**src/rtl/defl_node_pkg.sv**
```systemverilog
package defl_node_pkg;
  typedef enum logic [1:0] {
    RT_IDLE  = 2'd0,
    RT_SOUTH = 2'd1,
    RT_EAST  = 2'd2
  } route_e;
endpackage

```
**src/rtl/defl_hdr_match.sv**
```systemverilog
module defl_hdr_match #(
  parameter int HDR_W = 4,
  parameter int ANG_W = 2,
  parameter int IDX_W = 2
) (
  input  logic [HDR_W-1:0] hdr,
  input  logic [IDX_W-1:0] cyl_idx,
  input  logic             node_bit,
  input  logic             inner_mode,
  input  logic [ANG_W-1:0] angle_code,
  output logic             match
);
  logic [HDR_W-1:0] sel_onehot;
  logic             picked_bit;
  logic             angle_hit;

  // one-hot selection: stage k tests bit HDR_W-1-k
  for (genvar k = 0; k < HDR_W; k++) begin : g_sel
    assign sel_onehot[HDR_W-1-k] = (cyl_idx == IDX_W'(k));
  end

  assign picked_bit = |(sel_onehot & hdr);

  if (ANG_W <= HDR_W) begin : g_ang
    assign angle_hit = (hdr[ANG_W-1:0] == angle_code);
  end else begin : g_ang_wide
    assign angle_hit = ({{(ANG_W-HDR_W){1'b0}}, hdr} == angle_code);
  end

  assign match = inner_mode ? angle_hit : (picked_bit == node_bit);
endmodule

```
**src/rtl/defl_route_decide.sv**
```systemverilog
module defl_route_decide
  import defl_node_pkg::*;
(
  input  logic   north_frame,
  input  logic   west_frame,
  input  logic   match,
  input  logic   defl_in,
  output route_e route_nxt,
  output logic   collide
);
  logic present;

  assign present = north_frame | west_frame;
  assign collide = north_frame & west_frame;

  always_comb begin
    if (!present)                route_nxt = RT_IDLE;
    else if (match && !defl_in)  route_nxt = RT_SOUTH;
    else                         route_nxt = RT_EAST;
  end
endmodule

```
**src/rtl/defl_slot_reg.sv**
```systemverilog
module defl_slot_reg
  import defl_node_pkg::*;
(
  input  logic   clk,
  input  logic   rst_n,
  input  logic   slot_start,
  input  route_e route_nxt,
  input  logic   collide,
  output route_e route_q,
  output logic   busy_q,
  output logic   coll_q
);
  always_ff @(posedge clk or negedge rst_n) begin
    if (!rst_n) begin
      route_q <= RT_IDLE;
      busy_q  <= 1'b0;
      coll_q  <= 1'b0;
    end else if (slot_start) begin
      route_q <= route_nxt;
      busy_q  <= (route_nxt == RT_EAST);
      coll_q  <= coll_q | collide;
    end
  end
endmodule

```
**src/rtl/defl_node_ctrl.sv**
```systemverilog
module defl_node_ctrl
  import defl_node_pkg::*;
#(
  parameter int HDR_W = 4,
  parameter int ANG_W = 2,
  localparam int IDX_W = (HDR_W > 1) ? $clog2(HDR_W) : 1
) (
  input  logic             clk,
  input  logic             rst_n,
  input  logic             slot_start,
  input  logic             north_frame,
  input  logic             west_frame,
  input  logic [HDR_W-1:0] hdr,
  input  logic             defl_in,
  input  logic             cfg_node_bit,
  input  logic [IDX_W-1:0] cfg_cyl_idx,
  input  logic             cfg_inner_mode,
  input  logic [ANG_W-1:0] cfg_angle_code,
  output logic             gate_south,
  output logic             gate_east,
  output logic             defl_out,
  output logic             collision_err
);
  logic   match;
  logic   collide;
  route_e route_nxt;
  route_e route_q;

  defl_hdr_match #(.HDR_W(HDR_W), .ANG_W(ANG_W), .IDX_W(IDX_W)) u_match (
    .hdr        (hdr),
    .cyl_idx    (cfg_cyl_idx),
    .node_bit   (cfg_node_bit),
    .inner_mode (cfg_inner_mode),
    .angle_code (cfg_angle_code),
    .match      (match)
  );

  defl_route_decide u_decide (
    .north_frame (north_frame),
    .west_frame  (west_frame),
    .match       (match),
    .defl_in     (defl_in),
    .route_nxt   (route_nxt),
    .collide     (collide)
  );

  defl_slot_reg u_reg (
    .clk        (clk),
    .rst_n      (rst_n),
    .slot_start (slot_start),
    .route_nxt  (route_nxt),
    .collide    (collide),
    .route_q    (route_q),
    .busy_q     (defl_out),
    .coll_q     (collision_err)
  );

  assign gate_south = (route_q == RT_SOUTH);
  assign gate_east  = (route_q == RT_EAST);
endmodule

```
**config.mk**
```make
export PLATFORM = sky130hd
export DESIGN_NAME = defl_node_ctrl
export DESIGN_NICKNAME = d
export VERILOG_FILES = /design/src/rtl/defl_node_pkg.sv /design/src/rtl/defl_hdr_match.sv /design/src/rtl/defl_route_decide.sv /design/src/rtl/defl_slot_reg.sv /design/src/rtl/defl_node_ctrl.sv
export SDC_FILE = /design/constraint.sdc
export NUM_CORES = 1
export LEC_CHECK = 0
export ABC_AREA = 1
export CAP_MARGIN = 20
export CORE_AREA = 2 2 39 41
export DETAILED_ROUTE_END_ITERATION = 6
export DIE_AREA = 0 0 41 43
export GPL_TIMING_DRIVEN = 1
export PLACE_DENSITY = 0.54
export RECOVER_POWER = 25
export SLEW_MARGIN = 20
export SYNTH_ARGS = -nofsm -noshare
export SYNTH_HDL_FRONTEND = slang
export SYNTH_SLANG_ARGS = --single-unit
```
**constraint.sdc**
```tcl
create_clock -name clk -period 1 [get_ports clk]
set_clock_uncertainty 0.2 [all_clocks]
set_input_delay 0.1 -clock clk [delete_from_list [all_inputs] [get_ports clk]]
set_output_delay 0.1 -clock clk [all_outputs]
set_load 0.005 [all_outputs]
```
==> summary.md <==
| Metric | Value |
|---|---|
| Routed wire length | `762 um` |
| Fin Hold WS | `-0.0440 ns` |
| Max VDD drop | `0.000294 V` |
| YS warnings | `0` |
| Synthesis-to-layout area growth | `102%` |
| Die X | `41 um` |
| Critical Path End Type | `primary output` |
| First-pass GRT wire length | `1220 um` |
| CP required | `0.70 ns` |
| Reg clk slew, reported paths | `0.04 ns` |
| Final #Nets | `89` |
| Critical path startpoint category | `flip-flop` |
| #FFs+latches synth | `3` |
| Largest net degree at the start of global routing | `4` |
| Setup Crit Path Kind | `flip-flop to primary output` |
| Max transition margin | `90.8%` |
| # placed instances | `81` |
| Setup violators final | `4` |
| DRT iter0 DRCs | `1` |
| Clk sink count | `3` |
| Max-Cap Viols | `0` |
| Clock Latency Late Sink | `0.25 ns` |
| Synthesized area per cell | `5.63 um^2` |
| Routed length per placed instance | `8.66 um` |
| Placed inst area | `469 um^2` |
| Num CTS Buffers | `3` |
| Post-synthesis cell count | `46` |
| Layout cells sized above 1 | `30.6%` |
| Die height | `43 um` |
| DR vias | `338` |
| Initial Utilization | `18.7%` |
| Slew Viols, Final | `0` |
| # fillers | `143` |
| Hold EP | `u_reg.busy_q` |
| Antenna viol nets, final | `0` |
| F_max | `793 MHz` |
| Min-delay worst type | `primary input to flip-flop` |
| H-tree depth | `1` |
| ANT cells | `0` |
| I/O pin count | `20` |
| Drt via density | `3.84` |
| Hold Path Origin | `slot_start` |
| Synth area leaders | `dfrtp_1 29%, nand2_1 28%, inv_1 16%` |
| Cell Area, Synth | `259 um^2` |
| Post-DP HPWL | `558 um` |
| Leakage | `0.306 nW` |
| Die ar. | `0.00176 mm^2` |
| Cell taking the most area after synthesis | `dfrtp_1` |
| Site Rows | `14` |
| Number of global-route vias before repair | `302` |
| Final Hold Fails | `2` |
| Worst-path fanout max | `3` |
| Worst R2R Path Depth | `3` |
| Unrepaired setup endpoints after global routing | `true` |
| Run status | `complete, but fails checks` |
| Failing checks | `hold timing, setup timing` |
| Reg-to-reg critical path endpoint | `u_reg.busy_q` |
| Critical R2R Launch | `u_reg.busy_q` |
| Worst EP arrival | `0.96 ns` |
| Gr usage total | `11.7%` |
| Slew at the pin closest to its max-slew limit | `0.138 ns` |
| Final std cells w/o fill | `88` |
| Fin crit share | `126%` |
| CTS Hold Bufs | `1` |
| Core region area | `0.00138 mm^2` |
| Yosys cell types | `10` |
| Setup slack after layout | `-0.260 ns` |
| Synthesized Nets | `62` |
| Initial antenna violation count | `0` |
| Final GP Congestion | `0.659` |
| Share of the synthesized area in the top cell type | `29.0%` |
| Number of remaining DRC errors | `0` |
| CTS tree | `done` |
| Flop2flop setup slack | `0.06 ns` |
| GRT Residual Overflow | `0` |
| CTS root buf | `clkbuf_4` |
| Part of the Yosys area used for sequential elements | `29.0%` |
| CTS max path bufs | `2` |
| Number of I/O port buffers | `19` |
| Post-route cell area | `523 um^2` |
| Cell Pwr Density | `1060 mW/mm^2` |
| Post-route minimum period | `1.26 ns` |
| First-pass DRT Iterations | `2` |
| WHS Path Cells | `4` |
| Final core utilization | `37.8%` |
==> stage by stage <==
step	total power [mW]	setup slack, ns	TNS [ns]
final	0.556	-0.260	-0.740
after global routing	0.596	-0.315	-0.905
after CTS	0.551	-0.246	-0.710
after detailed placement	0.305	-0.469	-1.89
after global placement	0.304	-0.452	-1.87
after floorplan	0.200	0.129	0
==> cells in the mapped netlist, drive strengths merged <==
| cell type | number |
|---|---|
| nand3 | 5 |
| dfrtp | 3 |
| o21ai | 1 |
| nand2 | 19 |
| nor2 | 5 |
| o21bai | 1 |
| inv | 12 |
==> power breakdown <==
group          internal, mW  switching [mW]  total, mW  leakage, nW
Combinational         0.103          0.0764      0.179        0.257
Sequential            0.132         0.00816      0.140       0.0336
Clock                 0.151          0.0856      0.237       0.0150
Total                 0.386           0.170      0.556        0.306
==> routing by layer <==
metal	GRT usage, %	share of wire [%]
met5	0	0
met4	14.0	5.5
met3	6.81	7.3
met2	14.4	50
met1	11.6	37
==> timing repair <==
action / CTS / global route
endpoints found under the hold margin: 3 / 1
gates resized for setup: 28 / 13
pin swaps: 10 / 3
setup buffers: 2 / 0
endpoints found under the setup margin: 6 / 6
==> how the worst max path moves through the flow <==
stage                                  from      endpoint  slack (ns)  cells after the start
final                          u_reg.busy_q     gate_east       -0.26                      4
after global routing           u_reg.busy_q    gate_south       -0.32                      3
after CTS                      u_reg.busy_q    gate_south       -0.25                      3
after detailed placement             hdr[1]  u_reg.busy_q       -0.47                     10
after global placement       cfg_cyl_idx[0]  u_reg.busy_q       -0.45                     10
after floorplan           cfg_angle_code[0]  u_reg.busy_q        0.13                      9
==> state kept, by name (all words and copies together) (netlist names) <==
| signal | count |
|---|---|
| u_reg.busy_q | 1 |
| u_reg.coll_q | 1 |
| u_reg.route_q | 1 |
==> logic make-up (layout without fill, tap and decap cells) <==
| kind of cell | after synthesis | count (layout) | synth area share (%) |
|---|---|---|---|
| AO/OA/AOI/OAI | 2 | 2 | 6.28 |
| flip-flops | 3 | 3 | 29.0 |
| buffers and inverters | 12 | 38 | 17.4 |
| AND/OR/NAND/NOR | 29 | 29 | 47.3 |
==> layout by cell type (no fill, tap or decap) <==
master,count
nand2_1,19
inv_1,8
clkdlybuf4s50_1,5
nor2_2,4
inv_2,4
dlygate4sd2_1,4
nand3_2,3
clkbuf_4,3
clkdlybuf4s15_1,3
buf_2,3
dfrtp_1,3
nand3_1,2
dlymetal6s2s_1,2
buf_6,2
nor2_1,1
o21bai_1,1
o21ai_2,1
clkbuf_1,1
dlygate4sd3_1,1
clkbuf_2,1
buf_4,1
==> final cells by class <==
cell class                      count  area, um^2  share of cell area [%]
Timing Repair Buffer               22         200                    38.3
Multi-Input combinational cell     31         156                    29.9
Sequential cell                     3        75.1                    14.4
Inverter                           12        45.0                    8.61
Clock buffer                        4        26.3                    5.02
Tap cell                           16        20.0                    3.83
==> critical path, stage by stage, from the launching register on <==
cell	delay, ns
dfrtp_1	0.39
buf_6	0.13
inv_2	0.03
nor2_1	0.03
buf_2	0.12
No activity file was read; power rests on OpenSTA's default activity.
